==> config.mk <==
export PLATFORM = sky130hd
export DESIGN_NAME = mc_sequencer
export DESIGN_NICKNAME = d
export VERILOG_FILES = /design/src/rtl/mcc_pkg.sv /design/src/rtl/mcc_state_reg.sv /design/src/rtl/mcc_next_state.sv /design/src/rtl/mcc_out_decode.sv /design/src/rtl/mc_sequencer.sv
export SDC_FILE = /design/constraint.sdc
export NUM_CORES = 1
export LEC_CHECK = 0
export ABC_AREA = 1
export CORE_MARGIN = 8
export CORE_UTILIZATION = 29
export DETAILED_ROUTE_END_ITERATION = 10
export PLACE_DENSITY = 0.67
export SLEW_MARGIN = 10
export SYNTH_ARGS = -nofsm -noshare
export SYNTH_HDL_FRONTEND = slang
export SYNTH_SLANG_ARGS = --single-unit
export TNS_END_PERCENT = 100
==> constraint.sdc <==
create_clock -name clk -period 1.4 [get_ports clk]
set_input_delay 0.21 -clock clk [delete_from_list [all_inputs] [get_ports clk]]
set_output_delay 0.21 -clock clk [all_outputs]
set_load 0.01 [all_outputs]
==> src/rtl/mcc_pkg.sv <==
package mcc_pkg;

   localparam int STATE_BITS = 4;

   typedef enum logic [STATE_BITS-1:0] {
      ST_FETCH  = 4'd0,
      ST_DECODE = 4'd1,
      ST_ADDR   = 4'd2,
      ST_MEMRD  = 4'd3,
      ST_LDWB   = 4'd4,
      ST_MEMWR  = 4'd5,
      ST_EXEC   = 4'd6,
      ST_ALUWB  = 4'd7,
      ST_BRANCH = 4'd8,
      ST_JUMP   = 4'd9
   } mc_state_e;

   // instruction class codes carried by the type field
   localparam int unsigned TY_ALU    = 0;
   localparam int unsigned TY_LOAD   = 1;
   localparam int unsigned TY_STORE  = 2;
   localparam int unsigned TY_BRANCH = 3;
   localparam int unsigned TY_JUMP   = 4;
   localparam int unsigned TY_MIN_W  = 3;

   localparam int PCSRC_W = 3;
   localparam int ALU_W   = 3;
   localparam int WB_W    = 2;

   typedef struct packed {
      logic [PCSRC_W-1:0] pc_src;
      logic               pc_load;
      logic               ir_latch;
      logic               mem_rd;
      logic               mem_wr;
      logic               addr_sel;
      logic               reg_rd;
      logic [ALU_W-1:0]   alu_sel;
      logic               reg_wr;
      logic [WB_W-1:0]    wb_src;
   } mc_ctrl_t;

   function automatic logic is_mem_state(input mc_state_e s);
      return (s == ST_FETCH) || (s == ST_MEMRD) || (s == ST_MEMWR);
   endfunction

endpackage

==> src/rtl/mcc_state_reg.sv <==
module mcc_state_reg
   import mcc_pkg::*;
(
   input  logic      clk,
   input  logic      rst,
   input  mc_state_e nxt,
   output mc_state_e cur
);

   always_ff @(posedge clk) begin
      if (rst) cur <= ST_FETCH;
      else     cur <= nxt;
   end

endmodule

==> src/rtl/mcc_next_state.sv <==
module mcc_next_state
   import mcc_pkg::*;
#(
   parameter int TYPE_W = 3
) (
   input  logic              clk,
   input  logic              rst,
   input  mc_state_e         cur,
   input  logic [TYPE_W-1:0] itype,
   input  logic              mem_wait,
   output mc_state_e         nxt
);

   localparam logic [TYPE_W-1:0] K_ALU    = TYPE_W'(TY_ALU);
   localparam logic [TYPE_W-1:0] K_LOAD   = TYPE_W'(TY_LOAD);
   localparam logic [TYPE_W-1:0] K_STORE  = TYPE_W'(TY_STORE);
   localparam logic [TYPE_W-1:0] K_BRANCH = TYPE_W'(TY_BRANCH);
   localparam logic [TYPE_W-1:0] K_JUMP   = TYPE_W'(TY_JUMP);

   mc_state_e fan_out;

   // class field picks the first state of the class chain
   always_comb begin
      unique case (itype)
         K_ALU:            fan_out = ST_EXEC;
         K_LOAD, K_STORE:  fan_out = ST_ADDR;
         K_BRANCH:         fan_out = ST_BRANCH;
         K_JUMP:           fan_out = ST_JUMP;
         default:          fan_out = ST_FETCH;
      endcase
   end

   always_comb begin
      nxt = ST_FETCH;
      case (cur)
         ST_FETCH:  nxt = mem_wait ? ST_FETCH : ST_DECODE;
         ST_DECODE: nxt = fan_out;
         ST_ADDR:   nxt = (itype == K_STORE) ? ST_MEMWR : ST_MEMRD;
         ST_MEMRD:  nxt = mem_wait ? ST_MEMRD : ST_LDWB;
         ST_MEMWR:  nxt = mem_wait ? ST_MEMWR : ST_FETCH;
         ST_EXEC:   nxt = ST_ALUWB;
         default:   nxt = ST_FETCH;
      endcase
   end

   assert_fetch_to_decode_R2: assert property (@(posedge clk) disable iff (rst)
      (cur == ST_FETCH && !mem_wait) |=> (cur == ST_DECODE));

   assert_wait_hold_R9: assert property (@(posedge clk) disable iff (rst)
      (is_mem_state(cur) && mem_wait) |=> $stable(cur));

   assert_unknown_type_R3: assert property (@(posedge clk) disable iff (rst)
      (cur == ST_DECODE && itype > K_JUMP) |=> (cur == ST_FETCH));

   assert_load_advance_R4: assert property (@(posedge clk) disable iff (rst)
      (cur == ST_MEMRD && !mem_wait) |=> (cur == ST_LDWB));

endmodule

==> src/rtl/mcc_out_decode.sv <==
module mcc_out_decode
   import mcc_pkg::*;
(
   input  logic      clk,
   input  logic      rst,
   input  mc_state_e cur,
   input  logic      mem_wait,
   input  logic      alu_zero,
   output mc_ctrl_t  ctl
);

   localparam logic [PCSRC_W-1:0] PC_INC = PCSRC_W'(1);
   localparam logic [PCSRC_W-1:0] PC_BR  = PCSRC_W'(2);
   localparam logic [PCSRC_W-1:0] PC_JMP = PCSRC_W'(4);
   localparam logic [ALU_W-1:0]   OP_ADD = ALU_W'(1);
   localparam logic [ALU_W-1:0]   OP_SUB = ALU_W'(2);
   localparam logic [ALU_W-1:0]   OP_FN  = ALU_W'(4);
   localparam logic [WB_W-1:0]    WB_ALU = WB_W'(1);
   localparam logic [WB_W-1:0]    WB_MEM = WB_W'(2);

   always_comb begin
      ctl = '0;
      case (cur)
         ST_FETCH: begin
            ctl.mem_rd   = 1'b1;
            ctl.alu_sel  = OP_ADD;
            ctl.pc_src   = PC_INC;
            ctl.pc_load  = !mem_wait;
            ctl.ir_latch = !mem_wait;
         end
         ST_DECODE: ctl.reg_rd = 1'b1;
         ST_ADDR:   ctl.alu_sel = OP_ADD;
         ST_MEMRD: begin
            ctl.mem_rd   = 1'b1;
            ctl.addr_sel = 1'b1;
         end
         ST_LDWB: begin
            ctl.reg_wr = 1'b1;
            ctl.wb_src = WB_MEM;
         end
         ST_MEMWR: begin
            ctl.mem_wr   = 1'b1;
            ctl.addr_sel = 1'b1;
         end
         ST_EXEC:   ctl.alu_sel = OP_FN;
         ST_ALUWB: begin
            ctl.reg_wr = 1'b1;
            ctl.wb_src = WB_ALU;
         end
         ST_BRANCH: begin
            ctl.alu_sel = OP_SUB;
            ctl.pc_src  = PC_BR;
            ctl.pc_load = alu_zero;
         end
         ST_JUMP: begin
            ctl.pc_src  = PC_JMP;
            ctl.pc_load = 1'b1;
         end
         default: ctl = '0;
      endcase
   end

   assert_onehot_groups_R10: assert property (@(posedge clk) disable iff (rst)
      $onehot0(ctl.pc_src) && $onehot0(ctl.alu_sel) && $onehot0(ctl.wb_src));

   assert_mem_exclusive_R10: assert property (@(posedge clk) disable iff (rst)
      !(ctl.mem_rd && ctl.mem_wr));

   assert_irlatch_fetch_R2: assert property (@(posedge clk) disable iff (rst)
      ctl.ir_latch |-> (ctl.mem_rd && !ctl.addr_sel && ctl.pc_load));

   assert_regwr_source_R6: assert property (@(posedge clk) disable iff (rst)
      ctl.reg_wr |-> $onehot(ctl.wb_src));

endmodule

==> src/rtl/mc_sequencer.sv <==
module mc_sequencer
   import mcc_pkg::*;
#(
   parameter int TYPE_W = 3
) (
   input  logic              clk,
   input  logic              rst,
   input  logic [TYPE_W-1:0] instr_type,
   input  logic              mem_wait,
   input  logic              alu_zero,
   output logic [3:0]        fsm_state,
   output logic [2:0]        pc_src,
   output logic              pc_load,
   output logic              ir_latch,
   output logic              mem_rd,
   output logic              mem_wr,
   output logic              addr_sel,
   output logic              reg_rd,
   output logic [2:0]        alu_sel,
   output logic              reg_wr,
   output logic [1:0]        wb_src
);

   generate
      if (TYPE_W < int'(TY_MIN_W)) begin : g_bad_type_w
         $error("mc_sequencer: TYPE_W too narrow for the class codes");
      end
      if (STATE_BITS != 4) begin : g_bad_state_w
         $error("mc_sequencer: state code must be four bits");
      end
   endgenerate

   mc_state_e cur_st;
   mc_state_e nxt_st;
   mc_ctrl_t  ctl;

   mcc_state_reg u_state (
      .clk (clk),
      .rst (rst),
      .nxt (nxt_st),
      .cur (cur_st)
   );

   mcc_next_state #(.TYPE_W(TYPE_W)) u_next (
      .clk      (clk),
      .rst      (rst),
      .cur      (cur_st),
      .itype    (instr_type),
      .mem_wait (mem_wait),
      .nxt      (nxt_st)
   );

   mcc_out_decode u_dec (
      .clk      (clk),
      .rst      (rst),
      .cur      (cur_st),
      .mem_wait (mem_wait),
      .alu_zero (alu_zero),
      .ctl      (ctl)
   );

   assign fsm_state = cur_st;
   assign pc_src    = ctl.pc_src;
   assign pc_load   = ctl.pc_load;
   assign ir_latch  = ctl.ir_latch;
   assign mem_rd    = ctl.mem_rd;
   assign mem_wr    = ctl.mem_wr;
   assign addr_sel  = ctl.addr_sel;
   assign reg_rd    = ctl.reg_rd;
   assign alu_sel   = ctl.alu_sel;
   assign reg_wr    = ctl.reg_wr;
   assign wb_src    = ctl.wb_src;

   assert_jump_target_R8: assert property (@(posedge clk) disable iff (rst)
      (fsm_state == 4'd9) |-> (pc_load && pc_src == 3'b100));

   assert_store_return_R5: assert property (@(posedge clk) disable iff (rst)
      (fsm_state == 4'd5 && !mem_wait) |=> (fsm_state == 4'd0));

endmodule

---- Yosys cells after proc, flatten, opt, wreduce, memory -nomap -nowiden ----
Index checks and enable logic that the tools add are counted.
word-level totals
  register bits ........................... 4
  latch bits .............................. 0
  RAM bits ................................ 0
  ROM bits ................................ 0
  output and inout port bits .............. 19
  memories kept ........................... 0
cells by class
  $add $sub $neg .......................... 0
  multiply operators ...................... 0
  div/mod/pow operators ................... 0
  order comparisons ....................... 0
  eq/ne operators ......................... 13
  shift operators ......................... 0
  mux-type cells .......................... 14
  bitwise gates (word level) .............. 0
  reduce and logical (&&, ||, !) cells .... 7
operators with widths
  cell                                                              count
  4-bit one-hot mux with 6 select lines                             1
  4-bit by 3-bit == test with 1-bit output (second input constant)  4
  4-bit one-hot mux with 4 select lines                             1
  4-bit one-hot mux with 3 select lines                             1
  3-bit 2-to-1 mux                                                  3
  3-bit one-hot mux with 3 select lines                             1
  4-bit by 2-bit == test with 1-bit output (second input constant)  2
  4-bit == test (second input constant)                             2
  2-bit OR reduction                                                4
  3-bit by 2-bit == test with 1-bit output (second input constant)  2
  1-bit 2-to-1 mux                                                  6
  3-bit one-hot mux with 2 select lines                             1
  4-bit by 1-bit == test with 1-bit output (second input constant)  1
  4-bit logical NOT                                                 1
  3-bit by 1-bit == test with 1-bit output (second input constant)  1
  3-bit == test (second input constant)                             1
  3-bit logical NOT                                                 1
  1-bit logical NOT                                                 1

---- Depth between registers and ports, before layout ----
  word-level depth ........................ 4
  mapped depth ............................ 7

---- Cells and area by module ----
From an unflattened synthesis, not the netlist that was laid out.
unflattened totals
  cell total of the unflattened synthesis .. 88
  area, all modules ....................... 444.2 um^2
modules (own cells, without submodules)
  module          times used  cells an instance  area each (um^2)  sequential area each (um^2)
  mcc_next_state  1           43                 185.2             0.0
  mcc_out_decode  1           33                 148.9             0.0
  mcc_state_reg   1           12                 110.1             80.1

---- Least setup slack after synthesis ----
OpenSTA, ideal clock, no wires.
  path type ............................... register to output
  from .................................... register u_state.cur[0]
  to ...................................... output port pc_load
  arrival ................................. 1.127 ns
  data required time ...................... 1.190 ns
  slack ................................... 0.063 ns
  cell stages (with the launch flop) ...... 5
  path buffers ............................ 0
  cells stage by stage .................... dfxtp_1 > nand2_1 > nor3_1 > a21oi_1 > o21ai_0
on the way
  longest elaborated chain between the ends .. 2
  elaborated cells on any way between the ends .. 4
ends and longest elaborated chain
  item                                                       line                  RTL
  start, declared                                            mcc_state_reg.sv:7    output mc_state_e cur
  start signal, assigned                                     mcc_state_reg.sv:12   else cur <= nxt;
  4-bit == test / 4-bit logical NOT (equally long branches)  mcc_out_decode.sv:23  case (cur)
  4-bit one-hot mux with 3 select lines (*)                  mcc_out_decode.sv:23
  end, declared                                              mc_sequencer.sv:13    output logic pc_load,
Every way passes the cells marked *; elsewhere a longest branch is shown, timed or not.

---- Final worst setup path ----
  from .................................... register u_state.cur[2]
  to ...................................... output port pc_load
Same word-level chain as after synthesis.

==> flow_summary.json <==
{
  "drc": 0,
  "cp-start-kind": "flip-flop",
  "r2r_start": "u_state.cur[3]",
  "cts_tree": "done",
  "largest_register": "u_state.cur",
  "global_route.usage.total_pct": 12.3,
  "postLayoutCoreUtil_pct": 67.5,
  "crit_fanout": 4,
  "power_w": 0.000511,
  "seqCellArea_um2": 92.6,
  "core.rowCount": 13,
  "hp-class": "in -> reg",
  "worst_r2r_endpoint": "u_state.cur[2]",
  "dr.pass1.iters": 4,
  "cts_buffer_depth": 2,
  "start_util_pct": 30.1,
  "die_w_um": 52.0,
  "worstPathArrival_ns": 1.18,
  "largest_reg_flops": 4,
  "tightest_slew_ns": 0.248,
  "final-hold-violation-count": 0,
  "timing.final.ws_setup_ns": 0.0114,
  "critical_path_required_ns": 1.19,
  "io_buffers": 25,
  "reg_top3": "u_state.cur (4)",
  "fmax_mhz": 720,
  "multi_input_area_um2": 325,
  "diodes": 0,
  "cpMaxStageDelayCell": "dfxtp_4",
  "endpoint": "pc_load",
  "netlist_area_um2": 377,
  "layout-drive-gt1-share_pct": 53.9,
  "wl_per_cell_um": 11.6,
  "leakage_nw": 0.447,
  "grt_overflow": 0,
  "p_per_area_nw_per_um2": 605,
  "setup.worst_path.start": "u_state.cur[2]",
  "grt_pass1_vias": 614,
  "setup.worst_path.class": "reg -> out",
  "preCtsSetupSlack_ns": -0.281,
  "synth_seq_cells": 4,
  "syn_nets": 75,
  "htree_levels": 1,
  "reg2reg_slack_ns": 0.20,
  "ant_nets": 0,
  "grt_max_degree": 6,
  "r2r_cells": 8,
  "finalWirelength_um": 1500,
  "drtIter0Drc": 10,
  "synth_cells": 68,
  "yosysSeqAreaShare_pct": 21.3,
  "syn_avg_cell_area_um2": 5.54,
  "crit_chain": "buf_12 -> nor2_4 -> nand2_2 -> o21ai_0 -> buf_2",
  "cts_sinks": 4,
  "placed_area_um2": 773,
  "area_growth_pct": 125,
  "cp.depth": 5,
  "skew_ns": 0.000124,
  "vias_per_cell": 4.60,
  "slew_violations": 0,
  "maxCapViolCount": 0,
  "fill_cells": 126,
  "hpwl_um": 1150,
  "vias": 598,
  "design.die.area_um2": 2710,
  "setup_viol": 0,
  "path_buf_inv": 2,
  "cts_made_buffers": 3,
  "gp_congestion": 0.727,
  "fp.dieH_um": 52.0,
  "max_slew_margin_pct": 83.4,
  "endpoint_kind": "output port",
  "max_stage_delay_ns": 0.35,
  "grt_pass1_wl_um": 2650,
  "outcome": "complete, no violations",
  "ir_drop_uv": 423,
  "synth_cell_types": 15,
  "clk_latency_ns": 0.23,
  "rsz0062_at_grt": "yes",
  "io_pins": 26,
  "fin_crit_ns": 1.39,
  "min_period_over_period_pct": 99.2,
  "cts-root-buf": "clkbuf_4",
  "grt_antenna_before_repair": 0,
  "yosys_warnings": 0,
  "path_clk_slew_ns": 0.04,
  "fin_area_um2": 846,
  "core_um2": 1250,
  "critical_path.top_delay_family": "flip-flops",
  "nNetsFinal": 124
}
metrics by stage:
stage	setup TNS, ns	std cells	hold slack, ns
2_1_floorplan	0	68	0.279
3_3_place_gp	-1.71	125	0.812
3_5_place_dp	-2.05	125	0.828
4_1_cts	-0.0243	129	0.584
5_1_grt	-0.114	130	0.606
6_report	0	130	0.588
power by group:
group,total (W),internal [W],switching [W]
Sequential,0.000129,0.000119,0.00000924
Combinational,0.000247,0.000118,0.000129
Clock,0.000136,0.0000954,0.0000403
kinds of logic (layout without fill, tap and decap cells):
group,after synthesis,after routing,share of synthesized area (%)
AO/OA/AOI/OAI,9,9,12.0
buffers and inverters,11,58,11.0
flip-flops,4,4,21.3
AND/OR/NAND/NOR,44,44,55.8
Yosys cell counts, drive strengths merged:
master,count,area share [%]
dfxtp,4,21
nor3,4,6.6
a21oi,6,8.0
nand2,15,15
nor3b,1,2.0
nor2,19,24
nand3,4,6.6
inv,11,11
o21ai,3,4.0
nand3b,1,2.0
worst min-delay path by stage:
stage | cells past startpoint | start | slack, ns | endpoint
floorplan | 1 | rst | 0.28 | u_state.cur[0]
global placement | 2 | rst | 0.81 | u_state.cur[1]
detailed placement | 2 | rst | 0.83 | u_state.cur[1]
CTS | 2 | rst | 0.58 | u_state.cur[1]
global route | 2 | rst | 0.61 | u_state.cur[0]
finish | 2 | rst | 0.59 | u_state.cur[1]
layout by cell type (no fill, tap or decap), drive strengths merged, types with 3 or more instances in the layout:
master / Yosys / final
buf: 0 / 31
nor2: 19 / 19
nand2: 15 / 15
inv: 11 / 11
clkdlybuf4s50: 0 / 6
a21oi: 6 / 6
clkbuf: 0 / 6
dlygate4sd2: 0 / 4
nand3: 4 / 4
dfxtp: 4 / 4
nor3: 4 / 4
o21ai: 3 / 3
metal layers:
| metal | global-route usage [%] | vias up | wire length (µm) |
|---|---|---|---|
| li1 | - | 309 | - |
| met1 | 13.5 | 260 | 634 |
| met2 | 20.2 | 27 | 683 |
| met3 | 4.84 | 2 | 170 |
| met4 | 5.31 | 0 | 14 |
| met5 | 0 | - | 0 |
worst reg2reg max path, delay by kind of cell, from the launching register on:
| kind | cells | cell delay (ns) |
|---|---|---|
| AOI/OAI and AO/OA | 1 | 0.12 |
| buffers and inverters | 2 | 0.28 |
| DFF | 1 | 0.36 |
| and+or+nand+nor | 5 | 0.36 |
area by class of cell:
type / count / share of cell area [%]
inverters: 11 / 4.88
multi-input cells: 53 / 38.5
repair buffers: 44 / 40.8
well taps: 15 / 2.22
flip-flops and latches: 4 / 10.9
clock buffers: 3 / 2.66
repair_timing:
action	4_1_cts	5_1_grt
endpoints found under the setup margin	19	13
resized for setup	69	24
hold buffers	0	0
setup buffers	1	1
pin swaps	3	3
Power figures use the tool's default switching activity.
